## config.mk

```make
export PLATFORM = sky130hd
export DESIGN_NAME = nand_bus_bridge
export DESIGN_NICKNAME = d
export VERILOG_FILES = /design/src/rtl/nbb_pkg.sv /design/src/rtl/nbb_ctrl.sv /design/src/rtl/nbb_dpath.sv /design/src/rtl/nand_bus_bridge.sv
export SDC_FILE = /design/constraint.sdc
export NUM_CORES = 1
export LEC_CHECK = 0
export BUFFER_PORTS_ARGS = -buffer_cell sky130_fd_sc_hd__clkbuf_2
export CAP_MARGIN = 20
export CORE_MARGIN = 5
export CORE_UTILIZATION = 44
export DETAILED_ROUTE_END_ITERATION = 10
export GPL_TIMING_DRIVEN = 0
export PLACE_DENSITY_LB_ADDON = 0.2
export SLEW_MARGIN = 20
export SYNTH_ARGS = -nofsm -noshare
export SYNTH_HDL_FRONTEND = slang
export SYNTH_SLANG_ARGS = --single-unit
```

## constraint.sdc

```tcl
create_clock -name clk -period 3.9 [get_ports clk]
set_input_delay 0 -clock clk [delete_from_list [all_inputs] [get_ports clk]]
set_output_delay 0 -clock clk [all_outputs]
set_load 0.005 [all_outputs]
```

## src/rtl/nbb_pkg.sv

```systemverilog
package nbb_pkg;

  localparam int CE_BIT   = 31;
  localparam int OP_LSB   = 28;
  localparam int BYTE_LSB = 16;
  localparam int BUSY_BIT = 15;

  localparam logic [2:0] OP_CMD   = 3'd0;
  localparam logic [2:0] OP_ADDR  = 3'd1;
  localparam logic [2:0] OP_READ  = 3'd2;
  localparam logic [2:0] OP_WRITE = 3'd3;

  typedef enum logic [1:0] {
    PH_IDLE,
    PH_SETUP,
    PH_PULSE,
    PH_HOLD
  } phase_t;

  // Strobes from the sequencer to the datapath
  typedef struct packed {
    logic latchCtl;
    logic armRead;
    logic disarmRead;
    logic loadStatus;
    logic loadZero;
    logic sample;
    logic driveBus;
    logic cleOn;
    logic aleOn;
    logic weLow;
    logic reLow;
  } strobe_t;

endpackage

```

## src/rtl/nbb_ctrl.sv

```systemverilog
module nbb_ctrl
  import nbb_pkg::*;
#(
  parameter int SETUP_CYC = 1,
  parameter int PULSE_CYC = 2,
  parameter int HOLD_CYC  = 1
) (
  input  logic       clk,
  input  logic       rstN,
  input  logic       hostSel,
  input  logic       hostWr,
  input  logic       hostAddr,
  input  logic [2:0] opCode,
  input  logic       readMode,
  output strobe_t    stb,
  output logic       hostReady
);

  localparam int MAX_SP = (SETUP_CYC > PULSE_CYC) ? SETUP_CYC : PULSE_CYC;
  localparam int MAX_C  = (MAX_SP > HOLD_CYC) ? MAX_SP : HOLD_CYC;
  localparam int CNT_W  = $clog2(MAX_C + 1);
  localparam logic [CNT_W-1:0] SETUP_LAST = CNT_W'(SETUP_CYC - 1);
  localparam logic [CNT_W-1:0] PULSE_LAST = CNT_W'(PULSE_CYC - 1);
  localparam logic [CNT_W-1:0] HOLD_LAST  = CNT_W'(HOLD_CYC - 1);

  phase_t           phase;
  logic [CNT_W-1:0] cnt;
  logic             isRead;
  logic             cleKind;
  logic             aleKind;

  logic accept, ctlWrite, startWrite, startRead, phaseDone, busPhase;

  assign hostReady = (phase == PH_IDLE);
  assign accept    = hostSel && hostReady;
  assign ctlWrite  = accept && hostWr && !hostAddr;
  assign busPhase  = (phase != PH_IDLE);

  always_comb begin
    unique case (phase)
      PH_SETUP: phaseDone = (cnt == SETUP_LAST);
      PH_PULSE: phaseDone = (cnt == PULSE_LAST);
      PH_HOLD:  phaseDone = (cnt == HOLD_LAST);
      default:  phaseDone = 1'b0;
    endcase
  end

  always_comb begin
    stb            = '0;
    stb.latchCtl   = ctlWrite && !opCode[2];
    stb.armRead    = ctlWrite && (opCode == OP_READ);
    stb.disarmRead = ctlWrite && !opCode[2] && (opCode != OP_READ);
    stb.loadStatus = accept && !hostWr && !hostAddr;
    stb.loadZero   = accept && !hostWr && hostAddr && !readMode;
    stb.driveBus   = busPhase && !isRead;
    stb.cleOn      = busPhase && cleKind;
    stb.aleOn      = busPhase && aleKind;
    stb.weLow      = (phase == PH_PULSE) && !isRead;
    stb.reLow      = (phase == PH_PULSE) && isRead;
    stb.sample     = (phase == PH_PULSE) && isRead && (cnt == PULSE_LAST);
  end

  assign startWrite = stb.disarmRead;
  assign startRead  = accept && !hostWr && hostAddr && readMode;

  always_ff @(posedge clk) begin
    if (!rstN) begin
      phase   <= PH_IDLE;
      cnt     <= '0;
      isRead  <= 1'b0;
      cleKind <= 1'b0;
      aleKind <= 1'b0;
    end else if (phase == PH_IDLE) begin
      cnt <= '0;
      if (startWrite || startRead) begin
        phase   <= PH_SETUP;
        isRead  <= startRead;
        cleKind <= startWrite && (opCode == OP_CMD);
        aleKind <= startWrite && (opCode == OP_ADDR);
      end
    end else if (phaseDone) begin
      cnt <= '0;
      unique case (phase)
        PH_SETUP: phase <= PH_PULSE;
        PH_PULSE: phase <= PH_HOLD;
        default: begin
          phase   <= PH_IDLE;
          cleKind <= 1'b0;
          aleKind <= 1'b0;
        end
      endcase
    end else begin
      cnt <= cnt + 1'b1;
    end
  end

endmodule

```

## src/rtl/nbb_dpath.sv

```systemverilog
module nbb_dpath
  import nbb_pkg::*;
(
  input  logic        clk,
  input  logic        rstN,
  input  strobe_t     stb,
  input  logic        ceIn,
  input  logic [7:0]  byteIn,
  input  logic        flashRbN,
  input  logic [7:0]  flashDin,
  output logic [31:0] hostRdata,
  output logic        readMode,
  output logic [7:0]  flashDout,
  output logic        flashDoe,
  output logic        flashCeN,
  output logic        flashCle,
  output logic        flashAle,
  output logic        flashWeN,
  output logic        flashReN
);

  logic       ceOn;
  logic [7:0] outByte;

  always_ff @(posedge clk) begin
    if (!rstN) begin
      ceOn     <= 1'b0;
      outByte  <= '0;
      readMode <= 1'b0;
    end else begin
      if (stb.latchCtl) begin
        ceOn    <= ceIn;
        outByte <= byteIn;
      end
      if (stb.armRead)         readMode <= 1'b1;
      else if (stb.disarmRead) readMode <= 1'b0;
    end
  end

  always_ff @(posedge clk) begin
    if (!rstN) begin
      hostRdata <= '0;
    end else if (stb.loadStatus) begin
      hostRdata           <= '0;
      hostRdata[BUSY_BIT] <= ~flashRbN;
    end else if (stb.loadZero) begin
      hostRdata <= '0;
    end else if (stb.sample) begin
      hostRdata               <= '0;
      hostRdata[BYTE_LSB +: 8] <= flashDin;
    end
  end

  assign flashCeN  = ~ceOn;
  assign flashCle  = stb.cleOn;
  assign flashAle  = stb.aleOn;
  assign flashWeN  = ~stb.weLow;
  assign flashReN  = ~stb.reLow;
  assign flashDout = outByte;
  assign flashDoe  = stb.driveBus;

endmodule

```

## src/rtl/nand_bus_bridge.sv

```systemverilog
module nand_bus_bridge
  import nbb_pkg::*;
#(
  parameter int SETUP_CYC = 1,
  parameter int PULSE_CYC = 2,
  parameter int HOLD_CYC  = 1
) (
  input  logic        clk,
  input  logic        rstN,
  input  logic        hostSel,
  input  logic        hostWr,
  input  logic        hostAddr,
  input  logic [31:0] hostWdata,
  output logic [31:0] hostRdata,
  output logic        hostReady,
  input  logic        flashRbN,
  input  logic [7:0]  flashDin,
  output logic [7:0]  flashDout,
  output logic        flashDoe,
  output logic        flashCeN,
  output logic        flashCle,
  output logic        flashAle,
  output logic        flashWeN,
  output logic        flashReN
);

  strobe_t stb;
  logic    readMode;
  logic    unusedBits;

  assign unusedBits = &{1'b0, hostWdata[27:24], hostWdata[15:0]};

  nbb_ctrl #(
    .SETUP_CYC(SETUP_CYC),
    .PULSE_CYC(PULSE_CYC),
    .HOLD_CYC (HOLD_CYC)
  ) u_ctrl (
    .clk      (clk),
    .rstN     (rstN),
    .hostSel  (hostSel),
    .hostWr   (hostWr),
    .hostAddr (hostAddr),
    .opCode   (hostWdata[OP_LSB +: 3]),
    .readMode (readMode),
    .stb      (stb),
    .hostReady(hostReady)
  );

  nbb_dpath u_dpath (
    .clk      (clk),
    .rstN     (rstN),
    .stb      (stb),
    .ceIn     (hostWdata[CE_BIT]),
    .byteIn   (hostWdata[BYTE_LSB +: 8]),
    .flashRbN (flashRbN),
    .flashDin (flashDin),
    .hostRdata(hostRdata),
    .readMode (readMode),
    .flashDout(flashDout),
    .flashDoe (flashDoe),
    .flashCeN (flashCeN),
    .flashCle (flashCle),
    .flashAle (flashAle),
    .flashWeN (flashWeN),
    .flashReN (flashReN)
  );

endmodule

```

After elaboration in Yosys (flattened, before gate mapping)
Cells that the tools add are included.
{"block": "classes", "n_eq_ne": 9, "reduce_logical": 39, "muxes": 16, "add_sub_neg": 1, "n_bitwise": 5}
{"cell": "two-way mux 16 bit", "count": 3}
{"cell": "logical AND 1 bit", "count": 19}
{"cell": "two-way mux 1 bit", "count": 8}
{"cell": "two-way mux 2 bit", "count": 3}
{"cell": "nonzero test 2 bit", "count": 3}
{"cell": "OR reduction 3 bit", "count": 2}
{"cell": "logical NOT 1 bit", "count": 5}
{"cell": "NOT 1 bit", "count": 5}
{"cell": "== test 2 x 1 -> 1 bit (second input constant)", "count": 2}
{"cell": "== test 2 bit (second input constant)", "count": 2}
{"cell": "logical NOT 2 bit", "count": 2}
{"cell": "one-hot mux 2 bit (2 select lines)", "count": 1}
{"cell": "AND reduction 2 bit", "count": 2}
{"cell": "OR reduction 2 bit", "count": 2}
{"cell": "== test 3 x 1 -> 1 bit (second input constant)", "count": 1}
{"cell": "== test 3 x 2 -> 1 bit (second input constant)", "count": 1}
{"cell": "logical NOT 3 bit", "count": 1}
{"cell": "inequality test 3 x 2 -> 1 bit (second input constant)", "count": 1}
{"cell": "AND reduction 3 bit", "count": 1}
{"cell": "nonzero test 3 bit", "count": 1}
{"cell": "adder 2 x 1 -> 2 bit (second input constant)", "count": 1}
{"cell": "inequality test 2 x 1 -> 1 bit (second input constant)", "count": 1}
{"cell": "inequality test 2 bit (second input constant)", "count": 1}
{"cell": "one-hot mux 1 bit (2 select lines)", "count": 1}
{"cell": "logical OR 1 bit", "count": 1}
{"block": "word_totals", "in_bits": 46, "reg_bits": 26, "out_inout_bits": 47}

Depth between registers and ports, before layout
Gate-level depths: netlist of the first run.
{"block": "depth", "ltp_word": 9, "mapped_depth": 7, "ltp_nobuf": 6}

Modules after synthesis
From an unflattened synthesis of the first run, not the netlist that was laid out.
{"block": "unflattened", "hier_cells": 159, "hier_area_um2": 1457.6}
{"mod": "nbb_dpath", "cells_per_inst": 93, "n_inst": 1, "area_per_inst_um2": 922.1, "seq_area_each_um2": 380.4}
{"mod": "nbb_ctrl", "cells_per_inst": 66, "n_inst": 1, "area_per_inst_um2": 535.5, "seq_area_each_um2": 140.1}

Worst setup path before layout of the first run
No wires, ideal clock.
{"block": "synth_path", "kind": "reg2reg", "startpoint": "register u_ctrl.phase[0]", "endpoint": "register u_ctrl.aleKind", "stages_incl_launch_ff": 7, "setup_ns": 0.120, "required_time_ns": 3.780, "synth_period_minus_slack_ns": 1.706, "n_path_buf": 0, "arrival_ns": 1.586, "path_slack_ns": 2.194, "path_cell_list": "dfxtp_1 inv_1 ha_1 nand2_2 or4_4 a31oi_2 o21ai_1"}
{"block": "synth_between", "elab_chain_len": 9, "elab_cells_between_ends": 23}
{"element": "from (decl)", "line_no": "nbb_ctrl.sv:26", "text": "phase_t phase;"}
{"element": "from (signal assigned)", "line_no": "nbb_ctrl.sv:68", "text": "phase <= PH_IDLE;"}
{"element": "from (signal assigned)", "line_no": "nbb_ctrl.sv:76", "text": "phase <= PH_SETUP;"}
{"element": "from (signal assigned)", "line_no": "nbb_ctrl.sv:84", "text": "PH_SETUP: phase <= PH_PULSE;"}
{"element": "logical NOT 2 bit *", "line_no": "nbb_ctrl.sv:34", "text": "assign hostReady = (phase == PH_IDLE);"}
{"element": "net hostReady", "line_no": "nand_bus_bridge.sv:15", "text": "output logic hostReady,"}
{"element": "logical AND 1 bit", "line_no": "nbb_ctrl.sv:35", "text": "assign accept = hostSel && hostReady;"}
{"element": "logical AND 1 bit (2 in series)", "line_no": "nbb_ctrl.sv:36", "text": "assign ctlWrite = accept && hostWr && !hostAddr;"}
{"element": "logical AND 1 bit (2 in series)", "line_no": "nbb_ctrl.sv:52", "text": "stb.disarmRead = ctlWrite && !opCode[2] && (opCode != OP_READ);"}
{"element": "logical OR 1 bit or logical AND 1 bit (tied branches)", "line_no": "nbb_ctrl.sv:75, nbb_ctrl.sv:79"}
{"element": "inequality test 2 bit (no line) or two-way mux 1 bit (tied branches)"}
{"element": "AND reduction 3 bit (no line) or two-way mux 1 bit (tied branches)"}
{"element": "to (signal assigned)", "line_no": "nbb_ctrl.sv:79", "text": "aleKind <= startWrite && (opCode == OP_ADDR);"}
{"element": "to (decl)", "line_no": "nbb_ctrl.sv:30", "text": "logic aleKind;"}
The timed path passes the listed nets; every way through them passes the cells marked *. The select of a mux whose other input is x is not followed.
A chain may end at the register's enable or synchronous reset.

Worst setup path in the final report of the first run
{"block": "layout_path", "startpoint": "register u_ctrl.phase[1]", "endpoint": "register u_ctrl.aleKind"}
{"block": "layout_between", "elab_chain_len": 9, "elab_cells_between_ends": 23}
{"element": "logical NOT 2 bit", "line_no": "nbb_ctrl.sv:34, nbb_ctrl.sv:73"}
{"element": "logical AND 1 bit", "line_no": "nbb_ctrl.sv:35"}
{"element": "logical AND 1 bit (2 in series)", "line_no": "nbb_ctrl.sv:36"}
{"element": "logical AND 1 bit (2 in series)", "line_no": "nbb_ctrl.sv:52"}
{"element": "logical OR 1 bit or logical AND 1 bit (tied branches)", "line_no": "nbb_ctrl.sv:75, nbb_ctrl.sv:79"}
{"element": "inequality test 2 bit (no line) or two-way mux 1 bit (tied branches)"}
{"element": "AND reduction 3 bit (no line) or two-way mux 1 bit (tied branches)"}
Several ways; a longest one is shown, not always the timed one. The select of a mux whose other input is x is not followed.

==> results.py, run 1 <==
metrics = {
    "cts": {
        "clkLatencyLatePin_ns": 0.32,
        "root_buffer": "clkbuf_4",
        "cts_tree": "built",
        "path_clk_slew_ns": 0.14,
        "cts_sinks": 26,
        "cts.repair.resized": 0,
        "clockBufferDepth": 2,
        "cts_setup_buffers": 0,
        "cts_buffers": 3,
        "cts_hold_buf": 22,
        "htreeDepth": 1,
    },
    "yosys": {
        "yosysUniqueCellTypes": 34,
        "synth_most_common_cell": "nand2_1",
        "synth_cells": 166,
        "synth_area_leaders": "dfxtp_1 (39%), nand2_1 (13%), buf_4 (13%)",
        "ys_seq_elements": 26,
        "yosys.area.top_type": "dfxtp_1",
        "synth_flop_cell": "dfxtp_1",
        "ys_seq_area_share_pct": 38.6,
        "netlist_top_cells_count": "nand2_1 (47), dfxtp_1 (26), buf_4 (23), a21oi_1 (9), a21boi_1 (8)",
        "synth_edf_count": 0,
        "synth_area_um2": 1350,
        "netlist.area_leader.share_pct": 38.6,
        "yosysWarnings": 0,
        "avgSynthCellArea_um2": 8.13,
        "async_reset_ff_share_pct": 0,
    },
    "place": {
        "gp_congestion": 0.732,
        "portBuffers": 49,
        "placed_cell_area_um2": 1720,
        "dp_hpwl_um": 2310,
        "numPlacedInstances": 270,
    },
    "global_route": {
        "antenna_found_initial": 0,
        "busiest_layer": "met2",
        "grt_use_total_pct": 14.5,
        "use_met1_pct": 16.4,
        "global_route.usage.met3_pct": 3.59,
        "grt_pass1_vias": 1192,
        "grtUsageMet2_pct": 26.9,
        "gr-total-overflow": 0,
        "grt_pass1_wl_um": 5060,
        "grt_max_degree": 16,
    },
    "power_and_ir_drop": {
        "vdd_drop_max_mv": 0.159,
        "leakage_nw": 0.955,
        "pwr_density_cell_nw_per_um2": 270,
    },
    "worst_setup_path": {
        "rr_startpoint": "u_ctrl.phase[1]",
        "start_kind": "flip-flop",
        "cp-end-kind": "flip-flop",
        "rr_worst_depth": 6,
        "reg2reg_to": "u_ctrl.aleKind",
        "critPathLaunch": "u_ctrl.phase[1]",
        "r2r_setup_slack_ns": 2.01,
        "critPathArrivalTime_ns": 2.12,
        "endpoint": "u_ctrl.aleKind",
        "cp_max_fo": 10,
        "required_ns": 4.12,
        "path_class": "flip-flop to flip-flop",
    },
    "sta": {
        "max_freq_mhz": 528,
        "hold_ws_ns": 0.0364,
        "hold_viol_final": 0,
        "finalSetupViolCount": 0,
        "fin_crit_ns": 1.89,
        "fin_crit_sh_pct": 48.6,
        "fin_tns_setup_ns": 0,
        "rsz0062_at_grt": "false",
        "drv_slew": 0,
        "skew_ns": 0.00806,
    },
    "status": {
        "status": "completed",
    },
    "finish": {
        "fin_cells": 296,
        "areaGrowthSynthToFinish_pct": 47.6,
        "design_area_um2": 1990,
        "antennaDiodeCount": 0,
        "nets": 317,
        "fill_cells": 275,
        "drive_above_1_share_pct": 31.6,
    },
    "hold_path": {
        "min_path_type": "input port to flip-flop",
    },
    "floorplan": {
        "dieWidth_um": 65.4,
        "die_y_um": 65.4,
        "dieArea_um2": 4270,
        "rows": 20,
        "core_area_um2": 3000,
        "initial_core_util_pct": 44.9,
        "io_pins": 93,
    },
    "route": {
        "drtIter0Drc": 43,
        "wl_per_cell_um": 10.5,
        "drt-total-wl_um": 3120,
        "final_antenna_net_count": 0,
        "firstDrtPassIters": 4,
        "route.detailed.drc": 0,
        "vias": 1305,
        "drt-vias-per-instance": 4.41,
    },
    "run": {
        "cap_violations": 0,
    },
}
-- per-layer routing --
layer  up-vias  routed length, um
met2        49               1500
met5         -                  0
li1        688                  -
met1       566               1310
met3         2                300
met4         0                 10
-- worst max-delay path: stages, from the launching register on --
cell,delay [ns]
dfxtp_1,0.37
inv_1,0.11
ha_1,0.37
nand2_2,0.10
or4_4,0.55
a31oi_2,0.22
o21ai_1,0.09
-- kinds of logic (layout without fill, tap and decap cells) --
kind of cell,after synthesis,in the layout,share of synthesized area [%]
other,1,23,0.278
AO/OA/AOI/OAI,27,27,13.4
adder cells (fa/ha/maj),7,7,6.49
flip-flops,26,26,38.6
buffers and inverters,33,108,15.8
multiplexers,1,1,0.742
AND/OR/NAND/NOR,71,71,24.8
-- cells in the final DEF, fill, tap and decap left out, types with 4 or more instances in the layout --
cell,count
inv_1,5
clkbuf_2,50
ha_1,7
dlygate4sd3_1,22
a21oi_1,9
a21boi_1,8
conb_1,23
buf_4,23
nand2_1,47
nor2_1,4
dfxtp_1,26
-- flip-flops by register name, summed over array words and instances, names as in the netlist --
register           count
u_dpath.flashDout      8
u_dpath.ceOn           1
u_ctrl.phase           2
u_ctrl.cleKind         1
u_ctrl.cnt             2
u_dpath.hostRdata      9
u_ctrl.isRead          1
u_dpath.readMode       1
u_ctrl.aleKind         1
-- power by group --
part / internal (mW) / total (mW) / switching [mW]
sequential: 0.269 / 0.271 / 0.00186
combinational: 0.0483 / 0.0802 / 0.0319
clock: 0.104 / 0.186 / 0.0818
total: 0.421 / 0.537 / 0.116
-- stage by stage --
stage	utilization (%)	setup slack, ns	total power, mW
2_1_floorplan	-	2.19	0.317
3_3_place_gp	57.2	2.01	0.338
3_5_place_dp	57.2	1.99	0.338
4_1_cts	66.3	1.97	0.541
5_1_grt	66.3	1.79	0.558
6_report	66.3	2.01	0.537
-- worst min path at each step --
| stage | startpoint | to | slack, ns | cells after the start |
|---|---|---|---|---|
| after floorplan | hostWdata[17] | u_dpath.flashDout[1] | 0.13 | 2 |
| after global placement | hostWdata[20] | u_dpath.flashDout[4] | 0.23 | 3 |
| after detailed placement | hostWdata[22] | u_dpath.flashDout[6] | 0.23 | 3 |
| after CTS | rstN | u_ctrl.cnt[1] | 0.03 | 2 |
| after global routing | rstN | u_ctrl.cnt[1] | 0.04 | 2 |
| final | rstN | u_ctrl.cnt[1] | 0.04 | 2 |
-- layout make-up --
cell class / instances / area (um2) / area share, %
repair buffers: 71 / 465 / 23.4
well taps: 33 / 41.3 / 2.07
inverters: 5 / 18.8 / 0.943
flip-flops and latches: 26 / 520 / 26.1
plain buffers: 28 / 194 / 9.74
multi-input cells: 129 / 698 / 35.1
clock buffers: 3 / 22.5 / 1.13
clock inverters: 1 / 30.0 / 1.51
No activity file was read; power rests on OpenSTA's default activity.
==> inputs of run 2 (changes only) <==
--- a/config.mk
+++ b/config.mk
@@ -5,10 +5,11 @@
 export SDC_FILE = /design/constraint.sdc
 export NUM_CORES = 1
 export LEC_CHECK = 0
+export ABC_AREA = 1
 export BUFFER_PORTS_ARGS = -buffer_cell sky130_fd_sc_hd__clkbuf_2
 export CAP_MARGIN = 20
 export CORE_MARGIN = 5
-export CORE_UTILIZATION = 44
+export CORE_UTILIZATION = 37
 export DETAILED_ROUTE_END_ITERATION = 10
 export GPL_TIMING_DRIVEN = 0
 export PLACE_DENSITY_LB_ADDON = 0.2
==> constraint.sdc (replaced) <==
create_clock -name clk -period 1.7 [get_ports clk]
set_input_delay 0 -clock clk [delete_from_list [all_inputs] [get_ports clk]]
set_output_delay 0 -clock clk [all_outputs]
set_load 0.005 [all_outputs]
==> run 2 against run 1 <==
  * Non-clock buffer count fell by 5
  * Cell count is 8.1% higher
  * Register-to-register slack worse by 1.8 ns
  * Synthesized area grew 1.1%
  * Via count increased by 2.8%
  * Wire length increased by 2.2%
  * Critical path type is now flip-flop to primary output
==> results.py, run 2 <==
metrics = {
    "power_and_ir_drop": {
        "power_mw": 1.24,
        "pwr_density_cell_nw_per_um2": 623,
        "leakage_nw": 1.01,
        "vdd_drop_max_mv": 0.670,
    },
    "floorplan": {
        "io_pins": 93,
        "die_y_um": 70.7,
        "core_area_um2": 3610,
        "rows": 22,
        "dieArea_um2": 5000,
        "dieWidth_um": 70.7,
        "initial_core_util_pct": 37.8,
    },
    "finish": {
        "utilization_pct": 55.2,
        "design_area_um2": 1990,
        "final_cell_mix": "clkbuf_2 (49), nor2_1 (28), nand2_1 (27)",
        "drive_above_1_share_pct": 32.7,
        "fin_cells": 320,
        "largest_register_ffs": 9,
        "antennaDiodeCount": 0,
        "areaGrowthSynthToFinish_pct": 45.9,
        "mostFrequentLayoutCell": "clkbuf_2",
        "regMostFlops": "u_dpath.hostRdata",
        "nets": 326,
        "fill_cells": 381,
    },
    "global_route": {
        "grt_max_degree": 15,
        "grt_pass1_wl_um": 5470,
        "gr-total-overflow": 0,
        "grt_pass1_vias": 1217,
        "grt_use_total_pct": 13.0,
        "antenna_found_initial": 0,
    },
    "cts": {
        "htreeDepth": 1,
        "cts_setup_buffers": 0,
        "cts_buffers": 3,
        "cts_tree": "built",
        "path_clk_slew_ns": 0.09,
        "cts_sinks": 26,
        "root_buffer": "clkbuf_8",
        "clockBufferDepth": 2,
        "clkLatencyLatePin_ns": 0.27,
    },
    "yosys": {
        "yosysWarnings": 0,
        "yosysUniqueCellTypes": 23,
        "async_reset_ff_share_pct": 0,
        "avgSynthCellArea_um2": 7.58,
        "netlist.area_leader.share_pct": 38.2,
        "synth_area_um2": 1360,
        "synth_area_leaders": "dfxtp_1 (38%), buf_4 (13%), nor2_1 (7.7%)",
        "yosys.area.top_type": "dfxtp_1",
        "synth_most_common_cell": "nor2_1",
        "synth_edf_count": 0,
        "ys_seq_area_share_pct": 38.2,
        "synth_cells": 180,
        "synth_flop_cell": "dfxtp_1",
        "netlist_top_cells_count": "nor2_1 (28), nand2_1 (27), dfxtp_1 (26), buf_4 (23), inv_1 (16)",
        "ys_seq_elements": 26,
    },
    "worst_setup_path": {
        "crit_chain": "inv_1 > ha_1 > buf_1 > nand2_1 > clkbuf_2",
        "cp-end-kind": "primary output",
        "required_ns": 1.70,
        "critPathArrivalTime_ns": 1.58,
        "cp_max_fo": 10,
        "path_class": "flip-flop to primary output",
        "critical-path-top-delay-family": "buffers and inverters",
        "cpPeakStageDelay_ns": 0.35,
        "crit_buf_inv": 3,
        "critPathSlowestCell": "dfxtp_1",
        "start_kind": "flip-flop",
    },
    "route": {
        "drtIter0Drc": 79,
        "final_antenna_net_count": 0,
        "route.detailed.drc": 0,
        "vias": 1342,
        "firstDrtPassIters": 4,
        "wl_per_cell_um": 9.97,
        "drt-vias-per-instance": 4.19,
        "drt-total-wl_um": 3190,
    },
    "status": {
        "status": "completed",
    },
    "sta": {
        "max_freq_mhz": 633,
        "skew_ns": 0.00262,
        "finalSetupViolCount": 0,
        "fin_crit_sh_pct": 92.9,
        "fin_crit_ns": 1.58,
        "timing.final.ws_setup_ns": 0.121,
        "hold_viol_final": 0,
        "drv_slew": 0,
    },
    "place": {
        "placed_cell_area_um2": 1750,
        "numPlacedInstances": 299,
        "portBuffers": 49,
        "gp_congestion": 0.732,
        "dp_hpwl_um": 2400,
        "pre_cts_slack_ns": 0.0281,
    },
    "run": {
        "cap_violations": 0,
    },
    "hold_path": {
        "min_path_type": "input port to flip-flop",
    },
}
[run 2: cell count changes in the layout (fill, tap and decap cells not counted), sizes merged, moves of 3 or more]
cell and delta:
a21boi -11, dlygate4sd3 -5, o21ai +7, nor2 +26
nand3 +3, nand2 -19, inv +12, buf +3
nand4 +8
[run 2: final timing paths]
| kind | from | cells after the start | slack (ns) | end |
|---|---|---|---|---|
| setup / recovery | u_ctrl.phase[0] | 5 | 0.12 | flashWeN |
| hold / removal | hostWdata[31] | 3 | 0.01 | u_dpath.ceOn |
| setup reg to reg | u_ctrl.phase[0] | 8 | 0.20 | u_dpath.flashDout[5] |
| hold reg to reg | u_ctrl.cnt[0] | 1 | 0.45 | u_ctrl.cnt[0] |
[run 2: kinds of logic after synthesis]
| family | synth area share (%) |
|---|---|
| AND/OR/NAND/NOR | 27.1 |
| buffers and inverters | 19.7 |
| flip-flops | 38.2 |
| AO/OA/AOI/OAI | 8.35 |
| adder cells (fa/ha/maj) | 6.42 |
| other | 0.275 |
[run 2: per-layer routing]
metal  wire length (um)  GRT usage (%)
met1               1290           15.0
met2               1520           22.2
met3                381           6.25
met4                  0           1.88
met5                  0              0
[run 2: worst register-to-register path, delay by kind of cell (launching register included)]
kind / cells / cell delay, ns
simple gates: 4 / 0.36
flops: 1 / 0.35
buf+inv: 2 / 0.33
fa+ha+maj: 1 / 0.21
compound gates: 1 / 0.16
[run 2: where the power goes]
part	internal [mW]	total (mW)	switching, mW	leakage [nW]
Combinational	0.118	0.218	0.101	0.766
Clock	0.207	0.391	0.185	0.0288
Sequential	0.623	0.631	0.00791	0.210
Total	0.947	1.24	0.293	1.01
[run 2: stage by stage]
stage	setup TNS, ns	hold slack [ns]
3_5_place_dp	0	0.244
3_3_place_gp	0	0.233
5_1_grt	-0.0112	0.0334
6_report	0	0.0131
2_1_floorplan	0	0.136
4_1_cts	0	0.00825
[run 2: timing repair]
| action | in CTS | in global routing |
|---|---|---|
| endpoints found under the setup margin | 0 | 22 |
| endpoints found under the hold margin | 17 | 0 |
| resized for setup | 0 | 2 |
| hold buffers | 17 | 0 |
[run 2: layout make-up]
type,instances,area (um2),area share [%]
Multi-Input combinational cell,131,669,33.6
Sequential cell,26,520,26.2
Timing Repair Buffer,66,415,20.9
Buffer,28,205,10.3
Inverter,17,63.8,3.21
Tap cell,48,60.1,3.02
Clock buffer,4,55.1,2.77
